[src/rtl/xpt_pkg.sv]
`timescale 1ns/1ps
package xpt_pkg;

    localparam int CODE_W = 4;

    localparam logic [CODE_W-1:0] OP_GROUND  = 4'b1000;
    localparam logic [CODE_W-1:0] OP_RSV_LO  = 4'b1001;
    localparam logic [CODE_W-1:0] OP_RSV_HI  = 4'b1010;
    localparam logic [CODE_W-1:0] OP_BUF_OFF = 4'b1011;
    localparam logic [CODE_W-1:0] OP_BUF_ON  = 4'b1100;
    localparam logic [CODE_W-1:0] OP_ALL_OFF = 4'b1101;
    localparam logic [CODE_W-1:0] OP_ALL_ON  = 4'b1110;
    localparam logic [CODE_W-1:0] OP_SW_XFER = 4'b1111;

    typedef struct packed {
        logic route;
        logic ground;
        logic buf_off;
        logic buf_on;
        logic all_off;
        logic all_on;
        logic sw_xfer;
    } cmd_act_t;

endpackage

[src/rtl/xpt_pin_sync.sv]
`timescale 1ns/1ps
module xpt_pin_sync #(
    parameter int W      = 3,
    parameter int STAGES = 2
) (
    input  logic         clk,
    input  logic         rst_n,
    input  logic [W-1:0] pin_i,
    output logic [W-1:0] lvl_o
);

    logic [W-1:0] chain_d [STAGES];
    logic [W-1:0] chain_q [STAGES];

    always_comb begin
        chain_d[0] = pin_i;
        for (int s = 1; s < STAGES; s++) begin
            chain_d[s] = chain_q[s-1];
        end
    end

    always_ff @(posedge clk or negedge rst_n) begin
        if (!rst_n) begin
            for (int s = 0; s < STAGES; s++) begin
                chain_q[s] <= '0;
            end
        end else begin
            chain_q <= chain_d;
        end
    end

    assign lvl_o = chain_q[STAGES-1];

endmodule

[src/rtl/xpt_cmd_decode.sv]
`timescale 1ns/1ps
module xpt_cmd_decode
    import xpt_pkg::*;
(
    input  logic              clk,
    input  logic              rst_n,
    input  logic              wr_lvl_i,
    input  logic [CODE_W-1:0] code_i,
    output logic              fire_o,
    output cmd_act_t          act_o
);

    typedef struct packed {
        logic wr_prev;
    } dec_state_t;

    dec_state_t st_d, st_q;

    always_comb begin
        st_d         = st_q;
        st_d.wr_prev = wr_lvl_i;
        fire_o       = wr_lvl_i & ~st_q.wr_prev;
        act_o        = '0;
        if (fire_o) begin
            if (!code_i[CODE_W-1]) begin
                act_o.route = 1'b1;
            end else begin
                case (code_i)
                    OP_GROUND:  act_o.ground  = 1'b1;
                    OP_BUF_OFF: act_o.buf_off = 1'b1;
                    OP_BUF_ON:  act_o.buf_on  = 1'b1;
                    OP_ALL_OFF: act_o.all_off = 1'b1;
                    OP_ALL_ON:  act_o.all_on  = 1'b1;
                    OP_SW_XFER: act_o.sw_xfer = 1'b1;
                    default:    act_o         = '0;
                endcase
            end
        end
    end

    always_ff @(posedge clk or negedge rst_n) begin
        if (!rst_n) st_q <= '0;
        else        st_q <= st_d;
    end

    // One strobe edge yields one command, never two in a row
    p_single_fire_r2: assert property (@(posedge clk) disable iff (!rst_n)
        fire_o |=> !fire_o);

endmodule

[src/rtl/xpt_rank_regs.sv]
`timescale 1ns/1ps
module xpt_rank_regs
    import xpt_pkg::*;
#(
    parameter int N_OUT  = 8,
    parameter int SEL_W  = 3,
    parameter int ADDR_W = 3
) (
    input  logic                    clk,
    input  logic                    rst_n,
    input  cmd_act_t                act_i,
    input  logic [ADDR_W-1:0]       addr_i,
    input  logic [SEL_W-1:0]        sel_i,
    input  logic                    latch_lvl_i,
    input  logic                    edge_mode_i,
    output logic [N_OUT*SEL_W-1:0]  route_sel_o,
    output logic [N_OUT-1:0]        gnd_sel_o,
    output logic [N_OUT-1:0]        buf_en_o
);

    typedef struct packed {
        logic [N_OUT-1:0][SEL_W-1:0] stage_sel;
        logic [N_OUT-1:0]            stage_gnd;
        logic [N_OUT-1:0][SEL_W-1:0] live_sel;
        logic [N_OUT-1:0]            live_gnd;
        logic [N_OUT-1:0]            buf_en;
        logic                        latch_prev;
    } rank_state_t;

    rank_state_t st_d, st_q;
    logic        latch_rise;
    logic        xfer;

    always_comb begin
        st_d            = st_q;
        st_d.latch_prev = latch_lvl_i;
        latch_rise      = latch_lvl_i & ~st_q.latch_prev;
        xfer            = edge_mode_i ? latch_rise : ~latch_lvl_i;
        if (act_i.sw_xfer && latch_lvl_i) xfer = 1'b1;

        if (act_i.route) begin
            st_d.stage_sel[addr_i] = sel_i;
            st_d.stage_gnd[addr_i] = 1'b0;
        end
        if (act_i.ground) st_d.stage_gnd[addr_i] = 1'b1;

        if (xfer) begin
            st_d.live_sel = st_q.stage_sel;
            st_d.live_gnd = st_q.stage_gnd;
        end

        if (act_i.buf_off) st_d.buf_en[addr_i] = 1'b0;
        if (act_i.buf_on)  st_d.buf_en[addr_i] = 1'b1;
        if (act_i.all_off) st_d.buf_en         = '0;
        if (act_i.all_on)  st_d.buf_en         = '1;
    end

    always_ff @(posedge clk or negedge rst_n) begin
        if (!rst_n) st_q <= '0;
        else        st_q <= st_d;
    end

    for (genvar k = 0; k < N_OUT; k++) begin : g_out
        assign route_sel_o[k*SEL_W +: SEL_W] = st_q.live_sel[k];
    end
    assign gnd_sel_o = st_q.live_gnd;
    assign buf_en_o  = st_q.buf_en;

    p_all_off_r6: assert property (@(posedge clk) disable iff (!rst_n)
        act_i.all_off |=> (buf_en_o == '0));
    p_all_on_r6: assert property (@(posedge clk) disable iff (!rst_n)
        act_i.all_on |=> (&buf_en_o));
    p_buf_off_r5: assert property (@(posedge clk) disable iff (!rst_n)
        act_i.buf_off |=> !buf_en_o[$past(addr_i)]);
    p_buf_cmd_keeps_route_r5: assert property (@(posedge clk) disable iff (!rst_n)
        ((act_i.buf_off || act_i.buf_on) && edge_mode_i && !latch_rise)
        |=> $stable(route_sel_o) && $stable(gnd_sel_o));
    p_edge_hold_r8: assert property (@(posedge clk) disable iff (!rst_n)
        (edge_mode_i && !latch_rise && !act_i.sw_xfer)
        |=> $stable(route_sel_o) && $stable(gnd_sel_o));
    p_level_hold_r9: assert property (@(posedge clk) disable iff (!rst_n)
        (!edge_mode_i && latch_lvl_i && !act_i.sw_xfer)
        |=> $stable(route_sel_o) && $stable(gnd_sel_o));

endmodule

[src/rtl/xpt_ctrl.sv]
`timescale 1ns/1ps
module xpt_ctrl
    import xpt_pkg::*;
#(
    parameter  int N_OUT       = 8,
    parameter  int N_IN        = 8,
    parameter  int SYNC_STAGES = 2,
    localparam int ADDR_W      = $clog2(N_OUT),
    localparam int SEL_W       = $clog2(N_IN)
) (
    input  logic                   clk,
    input  logic                   rst_n,
    input  logic                   wr_i,
    input  logic                   ce_n_i,
    input  logic                   ce_i,
    input  logic [ADDR_W-1:0]      addr_i,
    input  logic [CODE_W-1:0]      code_i,
    input  logic                   latch_i,
    input  logic                   edge_mode_i,
    output logic [N_OUT*SEL_W-1:0] route_sel_o,
    output logic [N_OUT-1:0]       gnd_sel_o,
    output logic [N_OUT-1:0]       buf_en_o
);

    localparam int PIN_W = 3;

    logic             wr_gated;
    logic [PIN_W-1:0] pin_lvl;
    logic             dec_fire;
    cmd_act_t         dec_act;

    assign wr_gated = wr_i & ce_i & ~ce_n_i;

    xpt_pin_sync #(.W(PIN_W), .STAGES(SYNC_STAGES)) i_sync (
        .clk   (clk),
        .rst_n (rst_n),
        .pin_i ({edge_mode_i, latch_i, wr_gated}),
        .lvl_o (pin_lvl)
    );

    xpt_cmd_decode i_dec (
        .clk      (clk),
        .rst_n    (rst_n),
        .wr_lvl_i (pin_lvl[0]),
        .code_i   (code_i),
        .fire_o   (dec_fire),
        .act_o    (dec_act)
    );

    xpt_rank_regs #(.N_OUT(N_OUT), .SEL_W(SEL_W), .ADDR_W(ADDR_W)) i_ranks (
        .clk         (clk),
        .rst_n       (rst_n),
        .act_i       (dec_act),
        .addr_i      (addr_i),
        .sel_i       (code_i[SEL_W-1:0]),
        .latch_lvl_i (pin_lvl[1]),
        .edge_mode_i (pin_lvl[2]),
        .route_sel_o (route_sel_o),
        .gnd_sel_o   (gnd_sel_o),
        .buf_en_o    (buf_en_o)
    );

    p_reserved_quiet_r10: assert property (@(posedge clk) disable iff (!rst_n)
        (dec_fire && (code_i == OP_RSV_LO || code_i == OP_RSV_HI))
        |=> $stable(buf_en_o));
    p_reserved_no_act_r10: assert property (@(posedge clk) disable iff (!rst_n)
        (code_i == OP_RSV_LO || code_i == OP_RSV_HI) |-> (dec_act == '0));

endmodule

[config.mk]
export PLATFORM = sky130hd
export DESIGN_NAME = xpt_ctrl
export DESIGN_NICKNAME = d
export VERILOG_FILES = /design/src/rtl/xpt_pkg.sv /design/src/rtl/xpt_pin_sync.sv /design/src/rtl/xpt_cmd_decode.sv /design/src/rtl/xpt_rank_regs.sv /design/src/rtl/xpt_ctrl.sv
export SDC_FILE = /design/constraint.sdc
export NUM_CORES = 1
export LEC_CHECK = 0
export BUFFER_PORTS_ARGS = -buffer_cell sky130_fd_sc_hd__buf_2
export CORE_MARGIN = 8
export CORE_UTILIZATION = 60
export CTS_CLUSTER_DIAMETER = 60
export DETAILED_ROUTE_END_ITERATION = 6
export MAX_ROUTING_LAYER = met4
export PLACE_DENSITY = 0.82
export SLEW_MARGIN = 10
export SYNTH_ARGS = -nofsm -noshare
export SYNTH_HDL_FRONTEND = slang
export SYNTH_SLANG_ARGS = --single-unit
[constraint.sdc]
create_clock -name clk -period 3.51 [get_ports clk]
set_input_delay 0.1755 -clock clk [delete_from_list [all_inputs] [get_ports clk]]
set_output_delay 0.1755 -clock clk [all_outputs]
set_load 0.01 [all_outputs]
### Word-level counts from Yosys, hierarchy flattened

Cells that the tools add are included.

| operators by class | value |
|---|---|
| magnitude comparators | 2 |
| eq/ne operators | 6 |
| multiplexer cells | 22 |
| bitwise logic cells | 13 |
| reductions and logical operators | 2 |

Operators with widths:

| kind | number |
|---|---|
| $mux W8 | 6 |
| $bwmux W24 | 1 |
| $eq A4 B4 Y1 const B | 6 |
| $and A8 B8 Y8 | 2 |
| $or A8 B8 Y8 | 2 |
| $mux W1 | 10 |
| $demux W3 S3 | 1 |
| $not A8 Y8 | 1 |
| $mux W7 | 1 |
| $mux W6 | 1 |
| $and A1 B1 Y1 | 4 |
| $lt A3 B4 Y1 const B | 1 |
| $not A1 Y1 | 4 |
| $demux W1 S3 | 1 |
| $ge A3 B1 Y1 const B | 1 |
| $mux W3 | 1 |
| $logic_and A1 B1 Y1 | 2 |

| word-level totals | value |
|---|---|
| flip-flop bits (word level) | 80 |
| output and inout port bits | 40 |
| logic and storage cells | 68 |

### Depth between registers and ports, before layout

Gate-level depths: netlist of the first run.

| depth | value |
|---|---|
| depth in word-level cells | 11 |
| depth in mapped cells | 6 |
| mapped depth without buffers | 4 |

### By module

From an unflattened synthesis of the first run, not the netlist that was laid out.

| second synthesis, totals | value |
|---|---|
| cells, all modules | 263 |
| area total of the unflattened synthesis | 3,535.9 µm² |

By module, submodules not included:

| module | instances | cells each | area each (µm²) | seq. area each (µm²) |
|---|---|---|---|---|
| xpt_rank_regs | 1 | 244 | 3,258.1 | 1,826.8 |
| xpt_pin_sync | 1 | 6 | 150.1 | 150.1 |
| xpt_cmd_decode | 1 | 12 | 118.9 | 25.0 |
| xpt_ctrl | 1 | 1 | 8.8 | 0.0 |

### Worst setup path before layout of the first run

No wires, ideal clock.

| timing path | value |
|---|---|
| kind | reg-to-reg |
| from | reg i_dec.st_q |
| to | reg i_ranks.st_q[58] in the netlist's numbering |
| setup time | 125 ps |
| arrival time | 1,488 ps |
| data required time | 3,385 ps |
| path slack | 1,898 ps |
| stages on the path, launching flop included | 6 |
| path buffers | 1 |
| clock period less this slack | 1,612 ps |
| cell sequence | dfrtp_1 -> nand2b_4 -> or2_2 -> clkbuf_1 -> nor2_1 -> mux2_2 |

| between the ends | value |
|---|---|
| word-level cells in the longest chain between the ends | 3 |

RTL lines:

| what | line | source |
|---|---|---|
| start, declared | xpt_cmd_decode.sv:17 | `dec_state_t st_d, st_q;` |
| start signal, assigned | xpt_cmd_decode.sv:43 | `else st_q <= st_d;` |
| $not A1 Y1 | xpt_cmd_decode.sv:22 | `fire_o = wr_lvl_i & ~st_q.wr_prev;` |
| $and A1 B1 Y1 | xpt_cmd_decode.sv:22 |  |
| $mux W7 | xpt_cmd_decode.sv:24 | `if (fire_o) begin` |
| end signal, assigned | xpt_rank_regs.sv:60 | `else st_q <= st_d;` |
| end, declared | xpt_rank_regs.sv:30 | `rank_state_t st_d, st_q;` |

Every way passes these cells.
A chain may end at the register's enable or synchronous reset.

==> summary.md, run 1 <==
| Metric | Value |
|---|---|
| HPWL Detailed | 4140 um |
| Post-Syn Area per Cell | ~13 um2 |
| First-pass DRT Iterations | 4 |
| R2R Path End | i_ranks.buf_en_o[0] |
| Diodes inserted | 0 |
| CTS tree | done |
| Post-CTS resize count | 0 |
| Port-buffer cells | between 50 and 60 |
| Final global-route overflow total | 0 |
| Total CTS buffers | 9 |
| Count of final hold-check violations | 26 |
| Post-CTS setup repair buffer count | 0 |
| Outcome | finished with violations |
| Worst hold path class | in -> async |
| CP top delay family | simple AND/OR/NAND/NOR gates |
| CTS H-tree lvls | 3 |
| # Max-Cap Violations | 0 |
| Routed via count | between 1500 and 2000 |
| Int Pwr | ~1.6 mW |
| Final setup fails | 0 |
| Vias in the first global route | around 2100 |
| Drt initial violations | between 100 and 150 |
| Critical-path cell list | nand2b_4 > or4b_1 > o21ai_0 > o221ai_1 |
| Die span in x | slightly above 90 um |
| Startpoint types | flop |
| Crit Path Max Fanout | 8 |
| Layout fillers | 417 |
| Net Sw Frac | 0.256 |
| Comb power frac | 0.153 |
| Seq cells post-synth | 80 |
| Commonest non-fill, non-tap cell in the layout | dfrtp_1 |
| Initial antenna violation count | 0 |
| Via density | 5.52 |
| Wirelength per Cell | ~18 um |
| RSZ-0062 raised after global routing | no |
| Area grow syn2layout | 7.65% |
| Routed wire length | ~6100 um |
| Failing checks | hold timing |
| Seq/Total Area, Yosys | 0.589 |
| Tcrit/Tclk final | 0.503 |
| Max Clk Rate | between 0.5 and 0.6 GHz |
| Crit end category | flop |
| Setup CP Type | reg -> reg |
| Most frequent cells in the layout | 80 x dfrtp_1, 52 x buf_2, 50 x mux2_2 |
| Clock sink count | 80 |
| Worst path slowest cell | or4b_1 |
| GPL Wtd Cong | approximately 0.85 |
| Share of cells above drive strength 1 | 0.478 |
| CP arrival | about 1900 ps |
| Reg2reg setup slack | between 1500 and 2000 ps |
| Starting Density | 0.618 |
| Total Nets Final | 283 |
| Core Rows | 27 |
| Post-Layout Cell Count | 346 |
| CP bufs+invs | 0 |
| Leakage | 1.83 nW |
| Max-slew violation count | 0 |
| Peak supply drop | 0.255 mV |
| Cells after synthesis | ~250 |
| Hold Slack | -31.0 ps |
| Unique masters post-synth | 26 |
| Clock slew at reported path FFs | 80 ps |
| Worst reg2reg startpoint | i_dec.st_q |
| CP max stage delay | 640 ps |
| Cells on worst reg2reg path | 4 |
| Req. time, crit path | about 3700 ps |
| Setup TNS | 0 ps |
| P per Cell Area | between 500 and 600 nW/um2 |
| Post-Syn Area | about 3400 um2 |
| Post-DRT Antenna Nets | 0 |
| Largest net degree at the start of global routing | just over 80 |
| Clk root buf | clkbuf_8 |
| Insertion delay to the later sink of the worst-skew pair | about 340 ps |
| Clock power frac | 0.324 |
| Multi-input gate area | between 1000 and 1500 um2 |
| Max clock buf depth | 2 |
| Syn. warnings | 0 |
| Residual DRC | 0 |
| Hold buffer count at CTS | 3 |
| Sequential Power Share | 0.523 |
| First-pass GRT wire length | about 10000 um |
| Placed Cells | between 300 and 400 |
| # IOs | 54 |
| Storage element area | roughly 2000 um2 |
| Die area | 8330 um2 |
| Worst slew margin | 0.358 |
| Final clock skew | about 7.6 ps |
| Gr usage total | 0.162 |
| Slew @ Worst Pin | 963 ps |
| Psw | 0.543 mW |
| Post-layout min period | between 1500 and 2000 ps |
| Net Count, Synth | ~270 |
| Core Region | ~5500 um2 |
| Chip Height | a little over 90 um |
## worst register-to-register path: stages (launching register included)
cell and delay (ps):
dfrtp_1 380, nand2b_4 170, or4b_1 640, o21ai_0 250, o221ai_1 160
## final cells by class
cell class | instances | share of cell area
tap | 72 | 0.0246
sequential | 80 | 0.547
clock inverter | 5 | 0.0150
inverter | 3 | 0.00308
clock buffer | 11 | 0.0414
timing repair buffer | 57 | 0.0834
multi-input combinational | 118 | 0.286
## power by group through the flow
stage / combinational [mW] / clock (mW) / sequential, mW
final: 0.324 / 0.687 / 1.11
after global routing: 0.356 / 0.740 / 1.13
after CTS: 0.334 / 0.698 / 1.11
after detailed placement: 0.329 / 0 / 1.13
after global placement: 0.316 / 0 / 1.12
after floorplan: 0.303 / 0 / 1.11
## worst max-delay path by stage
stage / from / end / slack [ps] / cells past startpoint
floorplan: i_dec.st_q / i_ranks.st_q[58] / 1900 / 5
global placement: i_dec.st_q / i_ranks.st_q[59] / 1860 / 4
detailed placement: i_dec.st_q / i_ranks.buf_en_o[0] / 1760 / 4
CTS: i_dec.st_q / i_ranks.buf_en_o[0] / 1740 / 4
global route: i_dec.st_q / i_ranks.buf_en_o[1] / 1700 / 4
finish: i_dec.st_q / i_ranks.buf_en_o[0] / 1740 / 4
## synthesized netlist by cell type
| cell type | number | share of area |
|---|---|---|
| o21ai_0 | 16 | 0.024 |
| nand3b_1 | 4 | 0.0088 |
| clkbuf_1 | 5 | 0.0055 |
| nand2_1 | 7 | 0.0077 |
| or4_1 | 1 | 0.0022 |
| nand2b_4 | 1 | 0.0040 |
| nor3_1 | 2 | 0.0029 |
| mux2_2 | 50 | 0.17 |
| or3b_1 | 2 | 0.0052 |
| o22ai_1 | 3 | 0.0055 |
| or4b_1 | 1 | 0.0029 |
| or3_1 | 4 | 0.0074 |
| or2_2 | 1 | 0.0018 |
| inv_1 | 3 | 0.0033 |
| buf_4 | 40 | 0.088 |
| or3_4 | 2 | 0.0066 |
| o221ai_1 | 8 | 0.021 |
| mux2_4 | 6 | 0.026 |
| nand3_1 | 1 | 0.0015 |
| o2bb2ai_1 | 1 | 0.0026 |
| nand2b_1 | 1 | 0.0018 |
| buf_1 | 1 | 0.0011 |
| buf_2 | 5 | 0.0074 |
| nor2_1 | 6 | 0.0066 |
| dfrtp_1 | 80 | 0.59 |
| or2_1 | 1 | 0.0018 |
## registers in the layout, summed over array words and instances (netlist names)
signal,flops
i_sync.chain_d,3
i_dec.st_q,1
i_ranks.gnd_sel_o,8
i_ranks.buf_en_o,8
i_sync.lvl_o,3
i_ranks.route_sel_o,24
i_ranks.st_q,33
## stage by stage
stage	area, um2	util	setup slack (ps)	power, mW
after global routing	3660	0.665	1700	2.22
after detailed placement	3420	0.622	1760	1.46
after CTS	3660	0.665	1740	2.14
after global placement	3420	0.622	1860	1.44
after floorplan	3400	-	1900	1.41
final	3660	0.665	1740	2.12
## metal layers
metal	GRT usage	part of all wire	vias to the layer above
li1	-	-	877
met1	0.197	0.46	961
met2	0.245	0.47	61
met3	0.0494	0.058	10
met4	0.0737	0.018	0
met5	-	0	-
## cell families (layout without fill, tap and decap cells)
| group | after synthesis | after routing | share of synthesized area |
|---|---|---|---|
| DFF | 80 | 80 | 0.589 |
| muxes | 56 | 56 | 0.192 |
| buffers and inverters | 54 | 76 | 0.106 |
| and+or+nand+nor | 34 | 34 | 0.0614 |
| AOI/OAI and AO/OA | 28 | 28 | 0.0522 |
(Power assumes the default switching activity.)
==> run 2: changes to the inputs <==
- CORE_UTILIZATION: 60 -> 50
- PLACE_DENSITY: 0.82 -> 0.73
- clock period: 3.51 -> 1.5 ns (I/O delays scaled with it)
==> run 2 against run 1 <==
- the run ends with setup timing left
- fmax grew 7.4%
- cell area grew 7.2%
- worst hold slack gained 140 ps
==> summary.md, run 2 (synthesized netlist as in run 1, its figures left out) <==
| Metric | Value |
|---|---|
| Outcome | finished with violations |
| Failing checks | setup timing |
| P per Cell Area | 1210 nW/um2 (+110%) |
| Clock slew at reported path FFs | 70 ps (about the same) |
| Gr usage total | 0.145 (-0.0171) |
| Reg2reg setup slack | -150 ps (-1890 ps) |
| Core Region | 6680 um2 (+21%) |
| Final setup fails | 55 (+55) |
| Diodes inserted | 0 (unchanged) |
| Starting Density | 0.509 (-0.109) |
| Total CTS buffers | 9 (unchanged) |
| Via density | 5.31 (-3.8%) |
| Hold Path Depth | 2 |
| Die span in x | 98.5 um (+7.9%) |
| R2R Path End | i_ranks.st_q[56] |
| Fin worst setup slack | -145 ps (-1890 ps) |
| Die area | 9700 um2 (+16%) |
| Max clock buf depth | 2 (unchanged) |
| Commonest non-fill, non-tap cell in the layout | dfrtp_1 |
| Most frequent cells in the layout | 80 x dfrtp_1, 52 x buf_2, 39 x mux2_2 |
| Worst slew margin | 0.760 (+0.402) |
| Total Nets Final | 301 (+6.4%) |
| Final clock skew | 6.37 ps (-1.26 ps) |
| Clk root buf | clkbuf_8 |
| Worst reg2reg startpoint | i_dec.st_q |
| Vias in the first global route | 2069 (-0.24%) |
| Wirelength per Cell | 17.7 um (-0.27%) |
| Count of final hold-check violations | 0 (-100%) |
| Residual DRC | 0 (unchanged) |
| Leakage | 1.94 nW (+6.1%) |
| Chip Height | 98.5 um (+7.9%) |
| Post-DRT Antenna Nets | 0 (unchanged) |
| # Max-Cap Violations | 0 (unchanged) |
| Clock sink count | 80 (unchanged) |
| Worst hold path class | in -> reg |
| Largest net degree at the start of global routing | 33 (-59%) |
| Tcrit/Tclk final | 1.10 (+0.593) |
| Port-buffer cells | 53 (unchanged) |
| Insertion delay to the later sink of the worst-skew pair | 340 ps (about the same) |
| CTS tree | done |
| Routed via count | 1969 (+3.1%) |
| GPL Wtd Cong | 0.822 (-3.2%) |
| Final global-route overflow total | 0 (unchanged) |
| Crit Path Max Fanout | 7 (-1) |
| Routed wire length | 6550 um (+6.9%) |
| HPWL Detailed | 4670 um (+13%) |
| Post-layout min period | 1650 ps (-122 ps) |
| CTS H-tree lvls | 3 (unchanged) |
| Drt initial violations | 108 (-3.6%) |
| First-pass DRT Iterations | 4 (unchanged) |
| Slew @ Worst Pin | 360 ps (-603 ps) |
| Hold endpoint | i_ranks.st_q[59] |
| Share of cells above drive strength 1 | 0.540 (+0.0614) |
| Req. time, crit path | 1720 ps (-1960 ps) |
| Area grow syn2layout | 15.5% |
| Max Clk Rate | 0.608 GHz (+7.4%) |
| CP arrival | 1870 ps (-70 ps) |
| Final core occ | 0.588 (-0.0772) |
| Crit end category | flop |
| First-pass GRT wire length | 10700 um (+2.9%) |
| Startpoint types | flop |
| Largest register FFs | 33 (unchanged) |
| Setup CP Type | reg -> reg |
| Cells on worst reg2reg path | 5 (+1) |
| # IOs | 54 (unchanged) |
| Register bank with the most flops | i_ranks.st_q |
| Peak supply drop | 0.651 mV (+160%) |
| Setup WS pre-CTS | -202 ps (-1960 ps) |
| Initial antenna violation count | 0 (unchanged) |
| RSZ-0062 raised after global routing | yes |
| Hold wc startpoint | code_i[1] |
| Max-slew violation count | 0 (unchanged) |
| Core Rows | 30 (+11%) |
==> run 2: changes by cell type in the layout (fill, tap and decap cells not counted), sizes merged <==
cell / change
clkbuf: +3
clkinvlp: -2
dlygate4sd3: +2
clkinv: -1
buf: +16
bufinv: -1
==> run 2: worst max-delay path by stage <==
stage | end | cells after the start | slack, ps | from
floorplan | i_ranks.buf_en_o[3] | 5 | -50 | i_dec.st_q
global placement | i_ranks.buf_en_o[3] | 4 | -120 | i_dec.st_q
detailed placement | i_ranks.buf_en_o[0] | 4 | -200 | i_dec.st_q
CTS | i_ranks.st_q[56] | 5 | -130 | i_dec.st_q
global route | i_ranks.route_sel_o[18] | 5 | -190 | i_dec.st_q
finish | i_ranks.st_q[56] | 5 | -150 | i_dec.st_q
==> run 2: power breakdown <==
part           switching (mW)  internal (mW)  leakage (nW)
clock network           0.688          0.594        0.0745
logic                   0.392          0.461         0.822
registers               0.154           2.45          1.05
total                    1.23           3.51          1.94
==> run 2: metrics by stage <==
stage               power (mW)  cell area, um2  std cells  TNS, ps  hold WS, ps
global route              4.96            3930        371    -8660          102
finish                    4.74            3930        371    -3540          113
floorplan                 3.31            3440        252     -342         -221
detailed placement        3.46            3600        350    -5520         11.4
CTS                       4.76            3850        371    -4180         91.0
global placement          3.42            3600        350    -1740         7.38
==> run 2: area by class of cell <==
class                      count  area, um2
clock buffer                  14        143
clock inverter                 1       5.00
fill                         556       2760
inverter                       3       11.3
multi-input combinational    118       1170
sequential                    80       2000
tap                           80        100
timing repair buffer          75        490
==> run 2: what timing repair did <==
action                                  in CTS  in global routing
endpoints found under the setup margin      72                 71
cloned                                       0                  0
pin swaps                                    9                 10
resized for setup                           18                 18
hold endpoints to repair                    63                  0
setup buffers                                1                  1
hold buffers                                 5                  0
==> run 2: layer usage <==
layer / up-vias / global-route usage / routed length (um)
li1: 917 / - / -
met2: 57 / 0.212 / 3150
met3: 9 / 0.0388 / 313
met5: - / - / 0
met4: 0 / 0.0602 / 93
met1: 986 / 0.188 / 3000
==> run 2: worst max-delay path: stages (launching register included) <==
cell      delay [ps]
dfrtp_1          390
nand2b_4         170
buf_12           130
or2_4            290
or2_4            280
mux2_2           280
==> run 3: changes to the inputs <==
- REMOVE_ABC_BUFFERS: default -> 1
==> run 3 against run 2 <==
- largest cell class unchanged
- clock skew is 1.4 ps lower
- final cell count is 0.54% lower
- via count is 0.41% lower
- sequential share of layout area is 0.56 points higher
- the run still ends with setup timing left
- largest power group unchanged
- clock power is 9% higher
==> summary.md, run 3 (synthesized netlist as in run 1, its figures left out) <==
| Metric | Value |
|---|---|
| RSZ-0062 raised after global routing | yes |
| Max-slew violation count | 0 (unchanged) |
| Largest net degree at the start of global routing | 39 (+18%) |
| Port-buffer cells | 53 (unchanged) |
| Insertion delay to the later sink of the worst-skew pair | 350 ps (about the same) |
| Final setup fails | 9 (-84%) |
| Setup CP Type | reg -> reg |
| Chip Height | 98.5 um (unchanged) |
| Critical-path cell list | nand2b_4 > or4b_4 > o21ai_1 > o221ai_1 |
| Final clock skew | 4.96 ps (-1.41 ps) |
| Total CTS buffers | 9 (unchanged) |
| # Max-Cap Violations | 0 (unchanged) |
| Clock slew at reported path FFs | 80 ps (about the same) |
| Vias in the first global route | 2043 (-1.3%) |
| Max clock buf depth | 2 (unchanged) |
| Count of final hold-check violations | 0 (unchanged) |
| Gr usage total | 0.143 (-0.00238) |
| Post-layout min period | 1530 ps (-112 ps) |
| Startpoint types | flop |
| Peak supply drop | 0.926 mV (+42%) |
| Comb power frac | 0.174 (-0.006) |
| Outcome | finished with violations |
| Int Pwr | 3.53 mW (+0.66%) |
| Routed wire length | 6540 um (-0.29%) |
| Tcrit/Tclk final | 1.02 (-0.0745) |
| Most frequent cells in the layout | 80 x dfrtp_1, 52 x buf_2, 38 x mux2_2 |
| Crit Path Max Fanout | 8 (+1) |
| Slew @ Worst Pin | 432 ps (+72.1 ps) |
| Req. time, crit path | 1710 ps (about the same) |
| Psw | 1.30 mW (+5.5%) |
| Max Clk Rate | 0.652 GHz (+7.3%) |
| Residual DRC | 0 (unchanged) |
| First-pass DRT Iterations | 4 (unchanged) |
| Area grow syn2layout | 14.2% |
| Share of cells above drive strength 1 | 0.529 (-0.0101) |
| First-pass GRT wire length | 10400 um (-2.2%) |
| CTS H-tree lvls | 3 (unchanged) |
| Total Nets Final | 298 (-1.0%) |
| Largest register FFs | 33 (unchanged) |
| Worst path slowest cell | or4b_4 |
| Post-DRT Antenna Nets | 0 (unchanged) |
| Routed via count | 1961 (-0.41%) |
| Die span in x | 98.5 um (unchanged) |
| Die area | 9700 um2 (unchanged) |
| HPWL Detailed | 4440 um (-5.0%) |
| Final global-route overflow total | 0 (unchanged) |
| Worst slew margin | 0.712 (-0.0481) |
| Register bank with the most flops | i_ranks.st_q |
| Sequential Power Share | 0.538 (-0.012) |
| CP arrival | 1740 ps (-130 ps) |
| Core Region | 6680 um2 (unchanged) |
| Power, Total | 4.83 mW (+1.9%) |
| P per Cell Area | 1240 nW/um2 (+3.0%) |
| CP top delay family | simple AND/OR/NAND/NOR gates |
| Core Rows | 30 (unchanged) |
| Wirelength per Cell | 17.7 um (+0.25%) |
| Worst hold path class | in -> reg |
| Setup WS pre-CTS | -164 ps (+37.9 ps) |
| Failing checks | setup timing |
| Starting Density | 0.509 (unchanged) |
| Drt initial violations | 75 (-31%) |
| CP max stage delay | 560 ps (+170 ps) |
| Leakage | 1.93 nW (-0.64%) |
| # IOs | 54 (unchanged) |
| Net Sw Frac | 0.269 (+0.00907) |
| Fin worst setup slack | -33.5 ps (+112 ps) |
| Hold Slack | 74.1 ps (-38.6 ps) |
| Crit end category | flop |
| Commonest non-fill, non-tap cell in the layout | dfrtp_1 |
| Clock sink count | 80 (unchanged) |
| Clk root buf | clkbuf_8 |
| CP bufs+invs | 0 (-1) |
| Clock power frac | 0.288 (+0.018) |
| GPL Wtd Cong | 0.837 (+1.8%) |
| Via density | 5.31 (+0.13%) |
| Initial antenna violation count | 0 (unchanged) |
| Diodes inserted | 0 (unchanged) |
| CTS tree | done |
## run 3: changes by cell type in the layout (fill, tap and decap cells not counted), moves of 2 or more
cell	delta
o22ai_2	-2
clkinvlp_4	+2
o22ai_1	+2
o221ai_1	+2
clkinv_2	+3
o21ai_0	+2
o21ai_2	-3
clkbuf_1	-5
o221ai_2	-2
buf_4	-2
## run 3: routing by layer
| metal | GRT usage | routed length, um | vias to the layer above |
|---|---|---|---|
| li1 | - | - | 908 |
| met1 | 0.164 | 2860 | 989 |
| met2 | 0.219 | 3150 | 53 |
| met3 | 0.0500 | 369 | 11 |
| met4 | 0.0697 | 149 | 0 |
| met5 | - | 0 | - |
## run 3: cell type report
cell class	count	area, um2
fill	541	2800
sequential	80	2000
multi-input combinational	118	1140
timing repair buffer	72	455
clock buffer	10	138
tap	80	100
clock inverter	6	35.0
inverter	3	11.3
## run 3: power groups by stage
| stage | Clock (mW) | Combinational, mW | Sequential [mW] |
|---|---|---|---|
| after floorplan | 0 | 0.337 | 2.70 |
| after global placement | 0 | 0.788 | 2.63 |
| after detailed placement | 0 | 0.812 | 2.63 |
| after CTS | 1.44 | 0.830 | 2.60 |
| after global routing | 1.52 | 0.925 | 2.63 |
| final | 1.39 | 0.840 | 2.60 |
## run 3: final timing paths
| check | cells after the start | slack (ps) | startpoint | to |
|---|---|---|---|---|
| setup / recovery | 4 | -30 | i_dec.st_q | i_ranks.buf_en_o[7] |
| hold / removal | 2 | 70 | code_i[1] | i_ranks.st_q[50] |
| setup reg to reg | 4 | -30 | i_dec.st_q | i_ranks.buf_en_o[7] |
| hold reg to reg | 0 | 350 | i_sync.chain_d[0] | i_sync.lvl_o[0] |
| max in group asynchronous | 3 | 750 | rst_n | i_ranks.route_sel_o[5] |
| min in group asynchronous | 2 | 190 | rst_n | i_ranks.route_sel_o[17] |
## run 3: metrics by stage
stage                util  std cells  TNS [ps]  cell area [um2]
finish              0.581        369      -102             3880
global route        0.581        369     -4450             3880
CTS                 0.569        369      -418             3800
detailed placement  0.532        348     -2430             3560
global placement    0.532        348     -1410             3560
floorplan               -        201    -39070             3050
## run 3: what timing repair did
| action | 4_1_cts | 5_1_grt |
|---|---|---|
| resized for setup | 15 | 21 |
| setup buffers | 0 | 0 |
| setup endpoints to repair | 65 | 64 |
| endpoints found under the hold margin | 34 | 0 |
| hold buffers | 5 | 0 |
| pin swaps | 3 | 7 |
